$ cat config.mk
export PLATFORM = sky130hd
export DESIGN_NAME = edge_irq_gate
export DESIGN_NICKNAME = d
export VERILOG_FILES = /design/src/rtl/edge_irq_pkg.sv /design/src/rtl/eig_line_sense.sv /design/src/rtl/eig_access_decode.sv /design/src/rtl/eig_ctrl_fsm.sv /design/src/rtl/edge_irq_gate.sv
export SDC_FILE = /design/constraint.sdc
export NUM_CORES = 1
export LEC_CHECK = 0
export BUFFER_PORTS_ARGS = -buffer_cell sky130_fd_sc_hd__buf_2
export CORE_AREA = 8 8 45 47
export CTS_BUF_LIST = sky130_fd_sc_hd__clkbuf_4 sky130_fd_sc_hd__clkbuf_8
export CTS_CLUSTER_SIZE = 20
export DETAILED_ROUTE_END_ITERATION = 10
export DIE_AREA = 0 0 53 55
export PLACE_DENSITY = 0.54
export SYNTH_ARGS = -nofsm -noshare
export SYNTH_HDL_FRONTEND = slang
export SYNTH_SLANG_ARGS = --single-unit
$ cat constraint.sdc
create_clock -name clk -period 0.9 [get_ports clk]
set_input_delay 0.09 -clock clk [delete_from_list [all_inputs] [get_ports clk]]
set_output_delay 0.09 -clock clk [all_outputs]
set_load 0.01 [all_outputs]
$ cat src/rtl/edge_irq_pkg.sv
package edge_irq_pkg;

    // Controller state: enable flag crossed with pending flag
    typedef enum logic [1:0] {
        ST_OFF_IDLE = 2'd0,
        ST_OFF_HELD = 2'd1,
        ST_ARMED    = 2'd2,
        ST_FIRING   = 2'd3
    } irq_state_t;

    // Control events decoded from one bus cycle
    typedef struct packed {
        logic en_req;
        logic dis_req;
        logic clr_req;
    } ctl_evt_t;

endpackage

$ cat src/rtl/eig_line_sense.sv
module eig_line_sense #(
    parameter int NUM_LINES   = 2,
    parameter int SYNC_STAGES = 2
) (
    input  logic                 clk,
    input  logic                 rst_n,
    input  logic [NUM_LINES-1:0] sense_async,
    output logic [NUM_LINES-1:0] rise,
    output logic                 edge_any
);

    localparam int TOP = SYNC_STAGES - 1;

    for (genvar i = 0; i < NUM_LINES; i++) begin : g_line
        logic [SYNC_STAGES-1:0] chain;
        logic                   last;

        always_ff @(posedge clk or negedge rst_n) begin
            if (!rst_n) begin
                chain <= '0;
                last  <= 1'b0;
            end else begin
                chain <= {chain[SYNC_STAGES-2:0], sense_async[i]};
                last  <= chain[TOP];
            end
        end

        // One-cycle pulse on a synchronized 0 -> 1 change
        assign rise[i] = chain[TOP] & ~last;
    end

    assign edge_any = |rise;

endmodule

$ cat src/rtl/eig_access_decode.sv
module eig_access_decode
    import edge_irq_pkg::*;
#(
    parameter int             ADDR_W     = 4,
    parameter int             DATA_W     = 8,
    parameter logic [ADDR_W-1:0] ENABLE_OFS = 4'hB,
    parameter logic [ADDR_W-1:0] CLEAR_OFS  = 4'hF
) (
    input  logic              bus_rd,
    input  logic              bus_wr,
    input  logic [ADDR_W-1:0] bus_addr,
    input  logic [DATA_W-1:0] bus_wdata,
    output ctl_evt_t          evt
);

    logic hit_enable;
    logic hit_clear;
    logic unused_wdata;

    assign hit_enable = (bus_addr == ENABLE_OFS);
    assign hit_clear  = (bus_addr == CLEAR_OFS);

    // The data value carries no meaning for any control action
    assign unused_wdata = ^bus_wdata;

    always_comb begin
        evt         = '0;
        evt.dis_req = bus_rd & hit_enable;
        evt.en_req  = bus_wr & hit_enable & ~bus_rd;  // a read at the same offset wins
        evt.clr_req = bus_wr & hit_clear;
    end

endmodule

$ cat src/rtl/eig_ctrl_fsm.sv
module eig_ctrl_fsm
    import edge_irq_pkg::*;
(
    input  logic     clk,
    input  logic     rst_n,
    input  ctl_evt_t evt,
    input  logic     edge_any,
    output logic     irq_req
);

    irq_state_t state_q;
    irq_state_t state_d;

    // State register
    always_ff @(posedge clk or negedge rst_n) begin
        if (!rst_n) begin
            state_q <= ST_OFF_IDLE;
        end else begin
            state_q <= state_d;
        end
    end

    // Next state: events judged against the enable state at cycle start
    always_comb begin
        state_d = state_q;
        unique case (state_q)
            ST_OFF_IDLE: begin
                if (evt.en_req) begin
                    state_d = ST_ARMED;
                end
            end
            ST_OFF_HELD: begin
                if (evt.clr_req) begin
                    state_d = evt.en_req ? ST_ARMED : ST_OFF_IDLE;
                end else if (evt.en_req) begin
                    state_d = ST_FIRING;
                end
            end
            ST_ARMED: begin
                if (edge_any) begin
                    state_d = evt.dis_req ? ST_OFF_HELD : ST_FIRING;
                end else if (evt.dis_req) begin
                    state_d = ST_OFF_IDLE;
                end
            end
            ST_FIRING: begin
                if (evt.dis_req) begin
                    state_d = (evt.clr_req && !edge_any) ? ST_OFF_IDLE : ST_OFF_HELD;
                end else if (evt.clr_req && !edge_any) begin
                    state_d = ST_ARMED;
                end
            end
            default: state_d = ST_OFF_IDLE;
        endcase
    end

    // Outputs
    always_comb begin
        irq_req = (state_q == ST_FIRING);
    end

endmodule

$ cat src/rtl/edge_irq_gate.sv
module edge_irq_gate
    import edge_irq_pkg::*;
#(
    parameter int             NUM_LINES   = 2,
    parameter int             SYNC_STAGES = 2,
    parameter int             ADDR_W      = 4,
    parameter int             DATA_W      = 8,
    parameter logic [ADDR_W-1:0] ENABLE_OFS  = 4'hB,
    parameter logic [ADDR_W-1:0] CLEAR_OFS   = 4'hF
) (
    input  logic                 clk,
    input  logic                 rst_n,
    input  logic                 bus_rd,
    input  logic                 bus_wr,
    input  logic [ADDR_W-1:0]    bus_addr,
    input  logic [DATA_W-1:0]    bus_wdata,
    input  logic [NUM_LINES-1:0] sense_in,
    output logic                 irq_req
);

    logic [NUM_LINES-1:0] rise;
    logic                 edge_any;
    ctl_evt_t             evt;
    logic                 unused_rise;

    assign unused_rise = ^rise;

    eig_line_sense #(
        .NUM_LINES  (NUM_LINES),
        .SYNC_STAGES(SYNC_STAGES)
    ) u_sense (
        .clk        (clk),
        .rst_n      (rst_n),
        .sense_async(sense_in),
        .rise       (rise),
        .edge_any   (edge_any)
    );

    eig_access_decode #(
        .ADDR_W    (ADDR_W),
        .DATA_W    (DATA_W),
        .ENABLE_OFS(ENABLE_OFS),
        .CLEAR_OFS (CLEAR_OFS)
    ) u_decode (
        .bus_rd   (bus_rd),
        .bus_wr   (bus_wr),
        .bus_addr (bus_addr),
        .bus_wdata(bus_wdata),
        .evt      (evt)
    );

    eig_ctrl_fsm u_fsm (
        .clk     (clk),
        .rst_n   (rst_n),
        .evt     (evt),
        .edge_any(edge_any),
        .irq_req (irq_req)
    );

endmodule

==> qor.txt, run 1 <==
RD Place Congestion -> 0.685
aggregate routed wire length -> 526 µm
Cell Pwr Density -> 1900 nW/µm²
layout cells sized above 1 -> 0.405
most common cell after layout, fill and taps aside -> buf_2
TritonCTS clock tree -> done
Pre-Repair DR Iteration Count -> 2
CP max stage delay -> 0.36 ns
slowest cell on the critical path -> dfrtp_1
Clk pin slew, worst setup/hold paths -> 0.05 ns
setup tns final -> -0.0766 ns
initial antenna violation count -> 0
Via-to-Cell Ratio -> 3.96
Buf+Inv Stages, Crit Path -> 1
worst setup margin -> -0.0766 ns
final slew viol count -> 0
area of the core -> 1380 µm²
Slew headroom -> 0.885
first-pass GRT wire length -> 897 µm
final instance area -> 408 µm²
number of remaining DRC errors -> 0
most frequent cells in the layout -> buf_2 (10), dfrtp_1 (8), dlygate4sd3_1 (4)
syn_nets -> 36
Synth cell types -> 9
CP endpoint kind -> primary output
register bit count reported by yosys -> 8
drt wl/cell -> 9.92 µm
CTS H-Tree Depth -> 1
Reg area -> 200 µm²
worst skew pair latency -> 0.24 ns
Max Root-Sink Buffers -> 2
IO Pins -> 19
syn avg cell area -> 14.5 µm²
Multi-input gate area -> 52.6 µm²
via count -> 210
clk sinks -> 8
final setup vio count -> 1
LEAKAGE -> 0.000204 µW
num rows -> 14
cell family with most CP delay -> flip-flops
Hold Slack -> 0.139 ns
Crit path depth -> 2
P&R area growth vs syn -> 56.7%
Least-Margin Pin Slew -> 0.173 ns
placed cell area -> 330 µm²
diode count -> 0
hold path depth -> 3
violated checks -> negative setup slack
sequential cell area fraction in the yosys report -> 0.769
status -> finished with violations
fill cell count -> 137
die width -> 53 µm
Clock Tree Root -> clkbuf_4
r2r startpoint -> u_fsm.state_q[1]
Data arrival, critical path -> 0.89 ns
Worst EP required -> 0.81 ns
Worst Setup EP -> irq_req
Tcrit/Tclk final -> 1.09
vias in the first global route -> 236
Critical path origin -> u_fsm.state_q[0]
crit path kind -> register to primary output
CTS Buf Count -> 3
Place WS -> 0.113 ns
flop-to-flop setup slack -> 0.08 ns
CP cell instances -> and2_1 -> buf_2
synthesized area -> 260 µm²
total power -> 777 µW
# port buffers -> 10
VDD IR max -> 0.723 mV
reg2reg end -> u_fsm.state_q[0]
die footprint -> 2920 µm²
Initial Utilization -> 0.188
clk_skew -> 0.000475 ns
total gr overflow -> 0
PostCTS Resize Cnt -> 0
synth warn -> 0
cell count after synthesis -> 18
largest net degree at the start of global routing -> 9
Worst Setup Start Kind -> register
Crit Path Max Fanout -> 2
global-route usage over all layers -> 0.0441
max cap viols -> 0
reg2reg path depth -> 2
final net count -> 57
DR iter-0 viols -> 1
RSZ-0062 raised after global routing -> true
minimum clock period -> 0.977 ns
antenna-violating nets left -> 0
Fmax -> 1020 MHz
Hold Fails Final Rpt -> 0
die height -> 55 µm
worst hold path type -> input pin to register
-- how the worst min path moves through the flow --
stage | endpoint | startpoint
global placement | u_sense.g_line[1].chain[0] | rst_n
CTS | u_fsm.state_q[1] | bus_rd
floorplan | u_fsm.state_q[0] | rst_n
finish | u_fsm.state_q[1] | bus_wr
global route | u_fsm.state_q[1] | bus_wr
detailed placement | u_sense.g_line[1].chain[0] | rst_n
-- layer usage --
layer,global-route usage,share of wire
met1,0.0358,0.37
met2,0.0625,0.40
met3,0.0508,0.23
met4,0.0259,0
met5,0,0
-- logic make-up after synthesis --
group	after synthesis	synth area share
flops	8	0.769
simple gates	4	0.106
buf+inv	2	0.0289
compound gates	4	0.0962
-- timing repair --
action	CTS	global route
hold buffers	3	1
endpoints found under the hold margin	10	1
pin swaps	1	0
setup buffers	1	1
endpoints found under the setup margin	1	1
-- where the power goes --
group | total (µW) | internal [µW] | switching (µW)
clock network | 255 | 151 | 103
registers | 403 | 391 | 12.3
logic | 118 | 72.8 | 45.6
-- area by class of cell --
type | instances | share of cell area
Clock buffer | 3 | 0.0552
Timing Repair Buffer | 16 | 0.258
Multi-Input combinational cell | 8 | 0.129
Inverter | 2 | 0.0184
Sequential cell | 8 | 0.491
Tap cell | 16 | 0.0491
-- cell usage after synthesis --
cell type | instances | area [µm²]
nand3_1 | 1 | 5.00
a21oi_1 | 2 | 10.0
o22ai_1 | 1 | 6.26
and3_1 | 1 | 6.26
and4b_1 | 1 | 10.0
inv_1 | 2 | 7.51
a22o_1 | 1 | 8.76
dfrtp_1 | 8 | 200
and2_1 | 1 | 6.26
-- tightest hold or removal path: stages --
cell	delay, ns
buf_2	0.09
a21oi_1	0.05
a21oi_1	0.11
-- through the flow --
step	util	std cells
after floorplan	-	18
after global placement	0.239	44
after detailed placement	0.239	44
after CTS	0.282	51
after global routing	0.295	53
final	0.295	53
-- state kept, by name, summed over array words and instances (netlist names) --
name                  count
u_sense.g_line.chain      4
u_fsm.state_q             2
u_sense.g_line.last       2
(Power assumes the default switching activity.)
==> run 2: changes to the inputs <==
Settings changed: PLACE_DENSITY 0.54 to unset.
==> run 2 against run 1 <==
Net effect:
- the run still ends with negative setup slack left
- clock power about the same
- via count shrank 3.3%
- final cell count down 3.8%
- setup slack worse by 0.0032 ns
- critical path type unchanged
==> qor.txt, run 2 (synthesized netlist as in run 1, its figures left out) <==
Fmax -> 1020 MHz (-0.33%)
Buf+Inv Stages, Crit Path -> 1 (unchanged)
antenna-violating nets left -> 0 (unchanged)
VDD IR max -> 1.13 mV (+57%)
crit path kind -> register to primary output
PostCTS Resize Cnt -> 0 (unchanged)
total gr overflow -> 0 (unchanged)
via count -> 203 (-3.3%)
die width -> 53 µm (unchanged)
Worst EP required -> 0.81 ns (about the same)
most frequent cells in the layout -> buf_2 (10), dfrtp_1 (8), clkbuf_4 (3), dlygate4sd3_1 (3)
CP max stage delay -> 0.37 ns (about the same)
Clk pin slew, worst setup/hold paths -> 0.05 ns (about the same)
# port buffers -> 10 (unchanged)
area of the core -> 1380 µm² (unchanged)
die height -> 55 µm (unchanged)
aggregate routed wire length -> 486 µm (-7.6%)
Via-to-Cell Ratio -> 3.98 (+0.46%)
RSZ-0062 raised after global routing -> true
largest net degree at the start of global routing -> 9 (unchanged)
Slew headroom -> 0.890 (+0.00483)
IO Pins -> 19 (unchanged)
final slew viol count -> 0 (unchanged)
LEAKAGE -> 0.000195 µW (-4.2%)
layout cells sized above 1 -> 0.400 (-0.00541)
RD Place Congestion -> 0.701 (+2.4%)
violated checks -> negative setup slack
fill cell count -> 144 (+5.1%)
setup tns final -> -0.0798 ns (-0.00322 ns)
Max Root-Sink Buffers -> 2 (unchanged)
number of remaining DRC errors -> 0 (unchanged)
cell family with most CP delay -> flip-flops
DR iter-0 viols -> 8 (+7)
Least-Margin Pin Slew -> 0.166 ns (-0.00724 ns)
final net count -> 55 (-3.5%)
Data arrival, critical path -> 0.89 ns (about the same)
drt wl/cell -> 9.53 µm (-4.0%)
Hold Fails Final Rpt -> 0 (unchanged)
Initial Utilization -> 0.188 (unchanged)
status -> finished with violations
CP endpoint kind -> primary output
CTS H-Tree Depth -> 1 (unchanged)
first-pass GRT wire length -> 793 µm (-12%)
Multi-input gate area -> 52.6 µm² (unchanged)
Top reg by flops -> u_sense.g_line.chain
worst setup margin -> -0.0798 ns (-0.00322 ns)
worst skew pair latency -> 0.24 ns (about the same)
Clock Tree Root -> clkbuf_4
Tcrit/Tclk final -> 1.09 (+0.00357)
most common cell after layout, fill and taps aside -> buf_2
vias in the first global route -> 198 (-16%)
initial antenna violation count -> 0 (unchanged)
Crit Path Max Fanout -> 2 (unchanged)
max cap viols -> 0 (unchanged)
slowest cell on the critical path -> dfrtp_1
Cell Pwr Density -> 1950 nW/µm² (+2.2%)
TritonCTS clock tree -> done
CTS Buf Count -> 3 (unchanged)
max reg flops -> 4 (unchanged)
P&R area growth vs syn -> 50.0%
Reg area -> 200 µm² (unchanged)
top flop regs -> u_sense.g_line.chain x4, u_fsm.state_q x2, u_sense.g_line.last x2
global-route usage over all layers -> 0.0403 (-0.00377)
Pre-Repair DR Iteration Count -> 3 (+1)
CP cell instances -> and2_1 -> buf_2
final setup vio count -> 1 (unchanged)
Hold Slack -> 0.0226 ns (-0.117 ns)
minimum clock period -> 0.980 ns (+0.00322 ns)
diode count -> 0 (unchanged)
die footprint -> 2920 µm² (unchanged)
clk_skew -> 0.000351 ns (-0.000123 ns)
clk sinks -> 8 (unchanged)
Worst Setup Start Kind -> register
num rows -> 14 (unchanged)
worst hold path type -> input pin to register
run 2: path summary, 6_finish.rpt:
check / start / cells after the start / slack (ns) / end
min in group asynchronous: rst_n / 2 / 0.20 / u_sense.g_line[1].chain[0]
min reg2reg: u_sense.g_line[1].chain[0] / 0 / 0.34 / u_sense.g_line[1].chain[1]
max in group asynchronous: rst_n / 2 / 0.54 / u_sense.g_line[0].last
max reg2reg: u_fsm.state_q[1] / 2 / 0.10 / u_fsm.state_q[0]
max: u_fsm.state_q[0] / 2 / -0.08 / irq_req
min: bus_rd / 2 / 0.02 / u_fsm.state_q[1]
run 2: layout make-up:
| type | instances | area share |
|---|---|---|
| Sequential cell | 8 | 0.513 |
| Timing Repair Buffer | 14 | 0.224 |
| Multi-Input combinational cell | 8 | 0.135 |
| Clock buffer | 3 | 0.0577 |
| Tap cell | 16 | 0.0513 |
| Inverter | 2 | 0.0192 |
run 2: what timing repair did:
action                                  in CTS  in global routing
endpoints found under the hold margin       10                  0
gates cloned                                 0                  0
pin swaps                                    1                  0
endpoints found under the setup margin       1                  1
hold buffers                                 3                  0
buffers inserted                             1                  0
run 2: power breakdown:
part | total, µW | switching, µW | internal, µW
Combinational | 105 | 43.0 | 62.0
Sequential | 402 | 11.0 | 391
Clock | 252 | 101 | 151
Total | 759 | 155 | 604
run 2: metrics by stage:
stage               instance area (µm²)  total power, µW  utilization  cells  setup slack, ns
floorplan                           260              444            -     18            0.159
global placement                    330              488        0.239     44            0.118
detailed placement                  330              491        0.239     44            0.110
CTS                                 390              775        0.282     51          -0.0883
global route                        390              807        0.282     51           -0.114
finish                              390              759        0.282     51          -0.0798
run 2: metal layers:
layer	part of all wire	wire length, µm	global-route usage	up-vias
li1	-	-	-	98
met4	0	0	0.0129	0
met1	0.34	166	0.0360	92
met2	0.42	204	0.0527	13
met3	0.24	115	0.0535	0
met5	0	0	0	-
==> run 3: changes to the inputs <==
Settings changed: CELL_PAD_IN_SITES_DETAIL_PLACEMENT set to 0, CELL_PAD_IN_SITES_GLOBAL_PLACEMENT set to 1, CTS_BUF_LIST sky130_fd_sc_hd__clkbuf_4 sky130_fd_sc_hd__clkbuf_8 to sky130_fd_sc_hd__clkbuf_8, PLACE_DENSITY_LB_ADDON set to 0.1, SETUP_SLACK_MARGIN set to 0.15.
==> run 3 against run 2 <==
Net effect:
- the run still ends with negative setup slack left
- non-clock buffer count did not move
- via count decreased by 4.9%
- first-iteration DRC count decreased by 100%
- sequential cell count unchanged
- critical endpoint unchanged
- global-route usage up 0.70 points
- combinational power up 31%
- highest routed layer unchanged
- clock skew grew 0.0015 ns
- design area increased by 8.0%
- fmax up 3.4%
- utilization is 2.3 points higher
- wire length is 14% higher
==> qor.txt, run 3 (synthesized netlist as in run 1, its figures left out) <==
layout cells sized above 1 -> 0.457 (+0.0571)
Finished Layout Cells -> 51 (unchanged)
die height -> 55 µm (unchanged)
CP cell instances -> and2_4 -> buf_6
slowest cell on the critical path -> dfrtp_1
drt wl/cell -> 10.9 µm (+14%)
worst skew pair latency -> 0.22 ns (-0.02 ns)
# port buffers -> 10 (unchanged)
Worst Setup Start Kind -> register
Post-Place Cells -> 44 (unchanged)
Crit Path Max Fanout -> 2 (unchanged)
max cap viols -> 0 (unchanged)
final net count -> 55 (unchanged)
Critical path origin -> u_fsm.state_q[0]
Least-Margin Pin Slew -> 0.179 ns (+0.0130 ns)
number of remaining DRC errors -> 0 (unchanged)
RD Place Congestion -> 0.586 (-16%)
final instance area -> 422 µm² (+8.0%)
total gr overflow -> 0 (unchanged)
Post-DP HPWL -> 399 µm
violated checks -> negative setup slack
Via-to-Cell Ratio -> 3.78 (-4.9%)
num rows -> 14 (unchanged)
Top reg by flops -> u_sense.g_line.chain
CTS H-Tree Depth -> 1 (unchanged)
IO Pins -> 19 (unchanged)
worst setup margin -> -0.0473 ns (+0.0325 ns)
reg2reg end -> u_fsm.state_q[0]
diode count -> 0 (unchanged)
aggregate routed wire length -> 555 µm (+14%)
Initial Utilization -> 0.188 (unchanged)
LEAKAGE -> 0.000207 µW (+6.1%)
Hold Fails Final Rpt -> 0 (unchanged)
Slew headroom -> 0.881 (-0.00865)
minimum clock period -> 0.947 ns (-0.0325 ns)
RSZ-0062 raised after global routing -> true
status -> finished with violations
Fmax -> 1060 MHz (+3.4%)
Clk pin slew, worst setup/hold paths -> 0.04 ns (about the same)
max reg flops -> 4 (unchanged)
final setup vio count -> 1 (unchanged)
clk_skew -> 0.00189 ns (+0.00154 ns)
area of the core -> 1380 µm² (unchanged)
antenna-violating nets left -> 0 (unchanged)
Worst EP required -> 0.81 ns (about the same)
Cell Pwr Density -> 2280 nW/µm² (+17%)
die width -> 53 µm (unchanged)
flop-to-flop setup slack -> 0.07 ns (-0.03 ns)
Tcrit/Tclk final -> 1.05 (-0.0361)
die footprint -> 2920 µm² (unchanged)
via count -> 193 (-4.9%)
crit path kind -> register to primary output
most common cell after layout, fill and taps aside -> buf_2
total power -> 961 µW (+27%)
clk sinks -> 8 (unchanged)
Pre-Repair DR Iteration Count -> 1 (-2)
r2r startpoint -> u_fsm.state_q[1]
CTS Buf Count -> 3 (unchanged)
Clock Tree Root -> clkbuf_8
final slew viol count -> 0 (unchanged)
CP endpoint kind -> primary output
top flop regs -> u_sense.g_line.chain x4, u_fsm.state_q x2, u_sense.g_line.last x2
Hold Slack -> 0.0374 ns (+0.0148 ns)
vias in the first global route -> 252 (+27%)
placed cell area -> 330 µm² (unchanged)
global-route usage over all layers -> 0.0473 (+0.00702)
TritonCTS clock tree -> done
largest net degree at the start of global routing -> 9 (unchanged)
DR iter-0 viols -> 0 (-8)
Max Root-Sink Buffers -> 2 (unchanged)
worst hold path type -> input pin to register
Worst Setup EP -> irq_req
P&R area growth vs syn -> 62.0%
VDD IR max -> 0.985 mV (-13%)
CP max stage delay -> 0.37 ns (about the same)
most frequent cells in the layout -> buf_2 (9), dfrtp_1 (8), clkbuf_8 (3), dlygate4sd3_1 (3), inv_1 (2)
initial antenna violation count -> 0 (unchanged)
first-pass GRT wire length -> 910 µm (+15%)
reg2reg path depth -> 2 (unchanged)
Data arrival, critical path -> 0.86 ns (-0.03 ns)
==> run 3: cell count changes in the layout (fill, tap and decap cells not counted) <==
cell	before	now
clkbuf_4	3	0
a21oi_1	2	1
buf_6	0	1
buf_2	10	9
clkbuf_8	0	3
and2_1	1	0
a21oi_2	0	1
and2_4	0	1
==> run 3: where the power goes <==
part | leakage [µW] | switching [µW] | internal, µW
Combinational | 0.0000939 | 50.7 | 86.9
Sequential | 0.0000915 | 13.7 | 392
Clock | 0.0000216 | 129 | 289
Total | 0.000207 | 193 | 768
==> run 3: worst min-delay path by stage <==
stage | cells after the start | from | endpoint | slack [ns]
global placement | 1 | rst_n | u_sense.g_line[0].chain[0] | -0.06
finish | 2 | bus_rd | u_fsm.state_q[1] | 0.04
detailed placement | 1 | rst_n | u_sense.g_line[0].chain[0] | -0.06
floorplan | 0 | rst_n | u_fsm.state_q[0] | -0.21
global route | 2 | bus_rd | u_fsm.state_q[1] | 0.05
CTS | 2 | bus_rd | u_fsm.state_q[1] | 0.04
==> run 3: what timing repair did <==
item | in CTS | in global routing
hold buffers | 3 | 0
setup buffers | 1 | 0
hold endpoints to repair | 10 | 0
gates resized for setup | 1 | 3
setup endpoints to repair | 2 | 3
pin swaps | 1 | 0
==> run 3: critical path: cells and delay by family, from the launching register on <==
kind | cells | cell delay, ns
buffers and inverters | 1 | 0.11
flip-flops | 1 | 0.37
AND/OR/NAND/NOR | 1 | 0.16
==> run 3: through the flow <==
stage	worst slack, ns	setup TNS, ns	utilization
after floorplan	0.159	0	-
after global placement	0.0960	0	0.239
after detailed placement	0.118	0	0.239
after CTS	-0.0608	-0.0608	0.298
after global routing	-0.0777	-0.0777	0.305
final	-0.0473	-0.0473	0.305
==> run 3: per-layer routing <==
| metal | GRT usage | vias up | part of all wire |
|---|---|---|---|
| met5 | 0 | - | 0 |
| met4 | 0.0517 | 0 | 0 |
| met3 | 0.0241 | 0 | 0.034 |
| met2 | 0.0801 | 5 | 0.55 |
| met1 | 0.0372 | 92 | 0.41 |
| li1 | - | 96 | - |
==> run 3: cell type report <==
type	instances	area, µm²
sequential	8	200
multi-input combinational	8	58.8
clock buffer	3	41.3
fill	144	962
inverter	2	7.51
timing repair buffer	14	93.8
tap	16	20.0
